`src/rtl/ata_bridge_pkg.sv`:
```
// Shared types and constants for the memory-mapped ATA bridge.
// Assumes a 32-bit host data bus carrying right-aligned data.
package ata_bridge_pkg;
    typedef enum logic [1:0] {
        SZ_BYTE = 2'd0,
        SZ_HALF = 2'd1,
        SZ_WORD = 2'd2,
        SZ_RSVD = 2'd3
    } acc_size_e;

    localparam int SEL_W     = 4;
    localparam int SEL_DATA  = 0;
    localparam int SEL_CTRL  = 8;
    localparam int IDX_CTRL0 = 8;
    localparam int IDX_CTRL1 = 22;
endpackage

```
`src/rtl/ata_addr_decode.sv`:
```
// Turns a register index and an access size into a hit flag and a device select.
// Assumes the index is already stripped of the in-register offset bits.
module ata_addr_decode
    import ata_bridge_pkg::*;
#(
    parameter int IDX_W = 8
) (
    input  logic [IDX_W-1:0] idx,
    input  acc_size_e        size,
    output logic             hit,
    output logic [SEL_W-1:0] sel
);
    // Map index and size onto a device register, or flag a miss.
    always_comb begin
        hit = 1'b0;
        sel = '0;
        unique case (size)
            SZ_BYTE: begin
                if (idx >= IDX_W'(1) && idx <= IDX_W'(7)) begin
                    hit = 1'b1;
                    sel = SEL_W'(idx);
                end else if (idx == IDX_W'(IDX_CTRL0) || idx == IDX_W'(IDX_CTRL1)) begin
                    hit = 1'b1;
                    sel = SEL_W'(SEL_CTRL);
                end
            end
            SZ_HALF, SZ_WORD: begin
                if (idx == '0) begin
                    hit = 1'b1;
                    sel = SEL_W'(SEL_DATA);
                end
            end
            default: ;
        endcase
    end
endmodule

```
`src/rtl/ata_lane_swap.sv`:
```
// Rearranges byte lanes by access size: a byte passes through, a halfword swaps
// its two bytes and a word reverses all four. Unused upper lanes become zero.
// Assumes DATA_W is a multiple of 8 and at least 16.
module ata_lane_swap
    import ata_bridge_pkg::*;
#(
    parameter int DATA_W = 32
) (
    input  acc_size_e         size,
    input  logic [DATA_W-1:0] din,
    output logic [DATA_W-1:0] dout
);
    localparam int NB = DATA_W / 8;

    for (genvar k = 0; k < NB; k++) begin : g_lane
        localparam int HK = (k < 2) ? (1 - k) : 0;
        localparam int WK = NB - 1 - k;
        logic [7:0] byte_l, half_l, word_l;
        assign byte_l = (k == 0) ? din[7:0] : 8'h00;
        assign half_l = (k < 2) ? din[8*HK +: 8] : 8'h00;
        assign word_l = din[8*WK +: 8];
        // Pick this lane's source by access size.
        always_comb begin
            unique case (size)
                SZ_BYTE: dout[8*k +: 8] = byte_l;
                SZ_HALF: dout[8*k +: 8] = half_l;
                SZ_WORD: dout[8*k +: 8] = word_l;
                default: dout[8*k +: 8] = 8'h00;
            endcase
        end
    end
endmodule

```
`src/rtl/ata_read_return.sv`:
```
// Registers read data and raises a one-cycle valid pulse after each read.
// A miss returns all ones of the access width. Assumes rd_go is already
// gated by reset.
module ata_read_return
    import ata_bridge_pkg::*;
#(
    parameter int DATA_W = 32
) (
    input  logic              clk,
    input  logic              rst_n,
    input  logic              rd_go,
    input  logic              hit,
    input  acc_size_e         size,
    input  logic [DATA_W-1:0] swapped,
    output logic              rvalid,
    output logic [DATA_W-1:0] rdata
);
    logic [DATA_W-1:0] miss_val;

    // Width-dependent all-ones value for unmapped reads.
    always_comb begin
        unique case (size)
            SZ_BYTE: miss_val = DATA_W'(8'hFF);
            SZ_HALF: miss_val = DATA_W'(16'hFFFF);
            default: miss_val = '1;
        endcase
    end

    // Capture the response of each read.
    always_ff @(posedge clk) begin
        if (!rst_n) begin
            rvalid <= 1'b0;
            rdata  <= '0;
        end else begin
            rvalid <= rd_go;
            if (rd_go) rdata <= hit ? swapped : miss_val;
        end
    end

    a_r8_valid_follows_read: assert property (@(posedge clk) disable iff (!rst_n)
        rd_go |=> rvalid);
    a_r8_no_spurious_valid: assert property (@(posedge clk) disable iff (!rst_n)
        !rd_go |=> !rvalid);
    a_r4_byte_miss_ones: assert property (@(posedge clk) disable iff (!rst_n)
        (rd_go && !hit && size == SZ_BYTE) |=> rdata == DATA_W'(8'hFF));
    a_r9_rsvd_all_ones: assert property (@(posedge clk) disable iff (!rst_n)
        (rd_go && size == SZ_RSVD) |=> rdata == '1);
endmodule

```
`src/rtl/mmio_ata_bridge.sv`:
```
// Top level: decodes a 4 KiB host window with 16-byte register stride onto an
// ATA register port and swaps data-port byte lanes for a big-endian host.
// Assumes one-cycle host requests and same-cycle device read data.
module mmio_ata_bridge
    import ata_bridge_pkg::*;
#(
    parameter int ADDR_W   = 32,
    parameter int DATA_W   = 32,
    parameter int WIN_W    = 12,
    parameter int STRIDE_W = 4
) (
    input  logic              clk,
    input  logic              rst_n,
    input  logic              host_req,
    input  logic              host_wr,
    input  logic [ADDR_W-1:0] host_addr,
    input  logic [1:0]        host_size,
    input  logic [DATA_W-1:0] host_wdata,
    output logic              host_rvalid,
    output logic [DATA_W-1:0] host_rdata,
    output logic              dev_rd,
    output logic              dev_wr,
    output logic [SEL_W-1:0]  dev_sel,
    output logic [DATA_W-1:0] dev_wdata,
    input  logic [DATA_W-1:0] dev_rdata
);
    localparam int IDX_W = WIN_W - STRIDE_W;

    acc_size_e         size;
    logic [IDX_W-1:0]  idx;
    logic              hit;
    logic [SEL_W-1:0]  sel;
    logic [DATA_W-1:0] rd_swapped;
    logic              req_ok;
    logic              unused_addr_bits;

    assign size             = acc_size_e'(host_size);
    assign idx              = host_addr[WIN_W-1:STRIDE_W];
    assign unused_addr_bits = ^{host_addr[ADDR_W-1:WIN_W], host_addr[STRIDE_W-1:0]};
    assign req_ok           = host_req && rst_n;

    ata_addr_decode #(.IDX_W(IDX_W)) u_decode (
        .idx  (idx),
        .size (size),
        .hit  (hit),
        .sel  (sel)
    );

    ata_lane_swap #(.DATA_W(DATA_W)) u_wswap (
        .size (size),
        .din  (host_wdata),
        .dout (dev_wdata)
    );

    ata_lane_swap #(.DATA_W(DATA_W)) u_rswap (
        .size (size),
        .din  (dev_rdata),
        .dout (rd_swapped)
    );

    // Device strobes: one cycle per mapped host access, none in reset.
    always_comb begin
        dev_rd  = req_ok && !host_wr && hit;
        dev_wr  = req_ok &&  host_wr && hit;
        dev_sel = hit ? sel : '0;
    end

    ata_read_return #(.DATA_W(DATA_W)) u_ret (
        .clk     (clk),
        .rst_n   (rst_n),
        .rd_go   (req_ok && !host_wr),
        .hit     (hit),
        .size    (size),
        .swapped (rd_swapped),
        .rvalid  (host_rvalid),
        .rdata   (host_rdata)
    );

    // quiet device side while reset is held.
    always @(posedge clk) begin
        if (!rst_n) begin
            a_r10_quiet_in_reset: assert (!dev_rd && !dev_wr);
        end
    end

    a_r2_single_strobe: assert property (@(posedge clk) disable iff (!rst_n)
        !(dev_rd && dev_wr));
    a_r2_strobe_needs_req: assert property (@(posedge clk) disable iff (!rst_n)
        (dev_rd || dev_wr) |-> host_req);
    a_r5_data_port_index0: assert property (@(posedge clk) disable iff (!rst_n)
        ((dev_rd || dev_wr) && dev_sel == SEL_W'(SEL_DATA)) |->
        (host_size != 2'd0 && host_addr[WIN_W-1:STRIDE_W] == '0));
    a_r9_rsvd_no_strobe: assert property (@(posedge clk) disable iff (!rst_n)
        (host_req && host_size == 2'd3) |-> !(dev_rd || dev_wr));
endmodule

```
`config.mk`:
```
export PLATFORM = sky130hd
export DESIGN_NAME = mmio_ata_bridge
export DESIGN_NICKNAME = d
export VERILOG_FILES = /design/src/rtl/ata_bridge_pkg.sv /design/src/rtl/ata_addr_decode.sv /design/src/rtl/ata_lane_swap.sv /design/src/rtl/ata_read_return.sv /design/src/rtl/mmio_ata_bridge.sv
export SDC_FILE = /design/constraint.sdc
export NUM_CORES = 1
export LEC_CHECK = 0
export BUFFER_PORTS_ARGS = -buffer_cell sky130_fd_sc_hd__buf_2
export CAP_MARGIN = 20
export CORE_MARGIN = 8
export CORE_UTILIZATION = 34
export DETAILED_ROUTE_END_ITERATION = 8
export PLACE_DENSITY = 0.78
export SYNTH_ARGS = -nofsm -noshare
export SYNTH_HDL_FRONTEND = slang
export SYNTH_SLANG_ARGS = --single-unit
```
`constraint.sdc`:
```
create_clock -name clk -period 2.5 [get_ports clk]
set_clock_uncertainty 0.2 [all_clocks]
set_input_delay 0.125 -clock clk [delete_from_list [all_inputs] [get_ports clk]]
set_output_delay 0.125 -clock clk [all_outputs]
set_load 0.1 [all_outputs]
```
==> flow_metrics.env <==
export IMPL_place_gp_congestion=0.811
export IMPL_min_path_cells=3
export IMPL_clk_latency_ps=270
export IMPL_antenna_found_initial=0
export IMPL_synth_common_cells="dfxtp_1, and2_1, a21oi_1, nor2_1"
export IMPL_synth_cells=195
export IMPL_total_power_mw=1.93
export IMPL_ctsRootBufferMaster="clkbuf_8"
export IMPL_cts_tree="yes"
export IMPL_post_route_min_period_ps=2420
export IMPL_rows=27
export IMPL_required_ps=2170
export IMPL_crit_cells=8
export IMPL_n_antenna_cell=0
export IMPL_status="completed"
export IMPL_slowest_delay_ps=430
export IMPL_report_final_slew_viol_count=0
export IMPL_cpMaxStageDelayCell="or4b_1"
export IMPL_max_cap_viol_count=0
export IMPL_clock_sinks=33
export IMPL_port_buffers=148
export IMPL_relSlewSlack=0.421
export IMPL_synth_warnings=0
export IMPL_synth_seq_cells=33
export IMPL_place_hpwl_um=6610
export IMPL_dpl_cell_area_mm2=0.00342
export IMPL_drc=0
export IMPL_worstSetupPathType="input port to output pin"
export IMPL_die_area_mm2=0.00815
export IMPL_p_leak_nw=1.70
export IMPL_synth_fp_nets=302
export IMPL_tightest_slew_ps=865
export IMPL_powerDensity_mw_per_mm2=510
export IMPL_path_max_fanout=3
export IMPL_synthFlopType="dfxtp_1"
export IMPL_crit_buf_inv=3
export IMPL_cp_end_kind="output pin"
export IMPL_grt_usage=0.212
export IMPL_initial_utilization=0.347
export IMPL_ios=173
export IMPL_fin_area_mm2=0.00379
export IMPL_avgSynthCellArea_um2=9.62
export IMPL_drt_iter0_drc=163
export IMPL_hp_class="input port to register"
export IMPL_yosysMostFrequentCell="dfxtp_1"
export IMPL_worstPathArrival_ps=2100
export IMPL_postCtsSetupRepairBufs=0
export IMPL_crit_family="compound AO/OA/AOI/OAI gates"
export IMPL_routed_wl_um=9000
export IMPL_r2r_cells=1
export IMPL_wl_per_cell_um=20.2
export IMPL_dieHeight_um=90.3
export IMPL_yosys_area_top_type="dfxtp_1"
export IMPL_synthArstFlopShare=0
export IMPL_ant_nets=0
export IMPL_ys_top_cells_by_area="dfxtp_1, a221o_2, a222oi_1"
export IMPL_grt_pass1_vias=2786
export IMPL_startpoint_type="input port"
export IMPL_tns_ps=0
export IMPL_final_hold_viol_count=0
export IMPL_setup_violations=0
export IMPL_vias=2596
export IMPL_rsz0062_at_grt="false"
export IMPL_nets=480
export IMPL_synth_edff_count=0
export IMPL_ir_drop_uv=306
export IMPL_die_x_um=90.3
export IMPL_fmax_mhz=413
export IMPL_cts_buffers=5
export IMPL_drt_first_pass_iters=6
export IMPL_synth_cell_types=34
export IMPL_netlist_area_mm2=0.00188
export IMPL_ys_seq_area_frac=0.352
export IMPL_viasPerCell=5.83
export IMPL_fin_crit_sh=0.970
export IMPL_coreArea_mm2=0.00541
export IMPL_htreeDepth=2
export IMPL_crit_path_cell_trace="buf_4 > inv_4 > ha_4 > or4b_1 > a2111o_1 > a211oi_2 > and2_4 > buf_12"
export IMPL_yosysTopAreaCellShare=0.352
export IMPL_clockBufferDepth=2
export IMPL_clk_pin_slew_ps=70
export IMPL_grt_max_degree=33
export IMPL_grt_ovfl_total=0
export IMPL_synthToLayoutAreaGrowth_pct=102
export IMPL_layout_drive_gt1_share=0.582
export IMPL_grt_pass1_wl_um=14400
flip-flops by register name, indices dropped and copies added (netlist names):
| name | count |
|---|---|
| u_ret.rvalid | 1 |
| u_ret.rdata | 32 |
cell families after synthesis:
logic type,count (synthesis),share of synthesized area
AO/OA/AOI/OAI,81,0.386
adder cells (fa/ha/maj),5,0.0333
buffers and inverters,24,0.0607
flip-flops,33,0.352
AND/OR/NAND/NOR,52,0.168
final timing paths:
| path | start | endpoint | slack, ps |
|---|---|---|---|
| hold reg to reg | u_ret.rdata[28]$_SDFFE_PN0P_ | u_ret.rdata[28]$_SDFFE_PN0P_ | 290 |
| setup reg to reg | u_ret.rdata[27]$_SDFFE_PN0P_ | u_ret.rdata[27]$_SDFFE_PN0P_ | 1490 |
| setup / recovery | host_size[0] | dev_sel[0] | 80 |
| hold / removal | dev_rdata[26] | u_ret.rdata[2]$_SDFFE_PN0P_ | 8 |
repair_timing:
| item | CTS | global route |
|---|---|---|
| hold buffers | 27 | 0 |
| gates resized for setup | 1 | 6 |
| pin swaps | 0 | 3 |
| endpoints found under the hold margin | 27 | 0 |
| setup endpoints to repair | 3 | 4 |
final cells by class:
| class | instances | area (um2) |
|---|---|---|
| multi-input cells | 138 | 1210 |
| clock buffers | 7 | 86.3 |
| fillers | 383 | 1620 |
| inverters | 6 | 27.5 |
| repair buffers | 189 | 1720 |
| well taps | 72 | 90.1 |
| flip-flops and latches | 33 | 661 |
placed cells by master, fill, tap and decap left out, types with 3 or more instances in the layout:
| cell | netlist | final |
|---|---|---|
| buf_4 | 0 | 14 |
| buf_12 | 0 | 40 |
| buf_2 | 1 | 108 |
| a221o_2 | 16 | 16 |
| a221o_1 | 8 | 8 |
| a21oi_1 | 18 | 17 |
| dfxtp_1 | 33 | 33 |
| a22o_1 | 8 | 8 |
| clkbuf_8 | 0 | 6 |
| a22oi_1 | 8 | 8 |
| nand3_1 | 3 | 3 |
| and2_4 | 0 | 3 |
| a222oi_1 | 16 | 16 |
| nor2_2 | 0 | 16 |
| dlygate4sd3_1 | 0 | 27 |
| ha_1 | 5 | 3 |
| and2_1 | 19 | 16 |
worst min-delay path, delay by kind of cell:
family,cells,cell delay (ps)
buffers and inverters,1,90
AOI/OAI and AO/OA,2,240
power by group:
group / leakage [nW] / internal [mW] / total (mW) / switching (mW)
clock network: 0.0443 / 0.218 / 0.400 / 0.181
logic: 1.39 / 0.288 / 0.952 / 0.663
registers: 0.272 / 0.561 / 0.581 / 0.0198
layer usage:
metal,vias to the layer above,track usage,wire length [um]
met5,-,0,0
met4,0,0.0693,156
met3,14,0.0914,1260
met2,231,0.364,4370
met1,1206,0.230,3210
li1,1145,-,-
through the flow:
stage | std cells | utilization | hold WS, ps | setup slack (ps)
3_3_place_gp | 411 | 0.632 | 168 | -14.1
6_report | 445 | 0.701 | 8.46 | 76.1
4_1_cts | 445 | 0.699 | 0.700 | 2.75
3_5_place_dp | 411 | 0.632 | 175 | -59.3
2_1_floorplan | 195 | - | 66.9 | -180
5_1_grt | 445 | 0.701 | 12.4 | 2.28
Note: power is estimated with default switching activity, not from simulation.
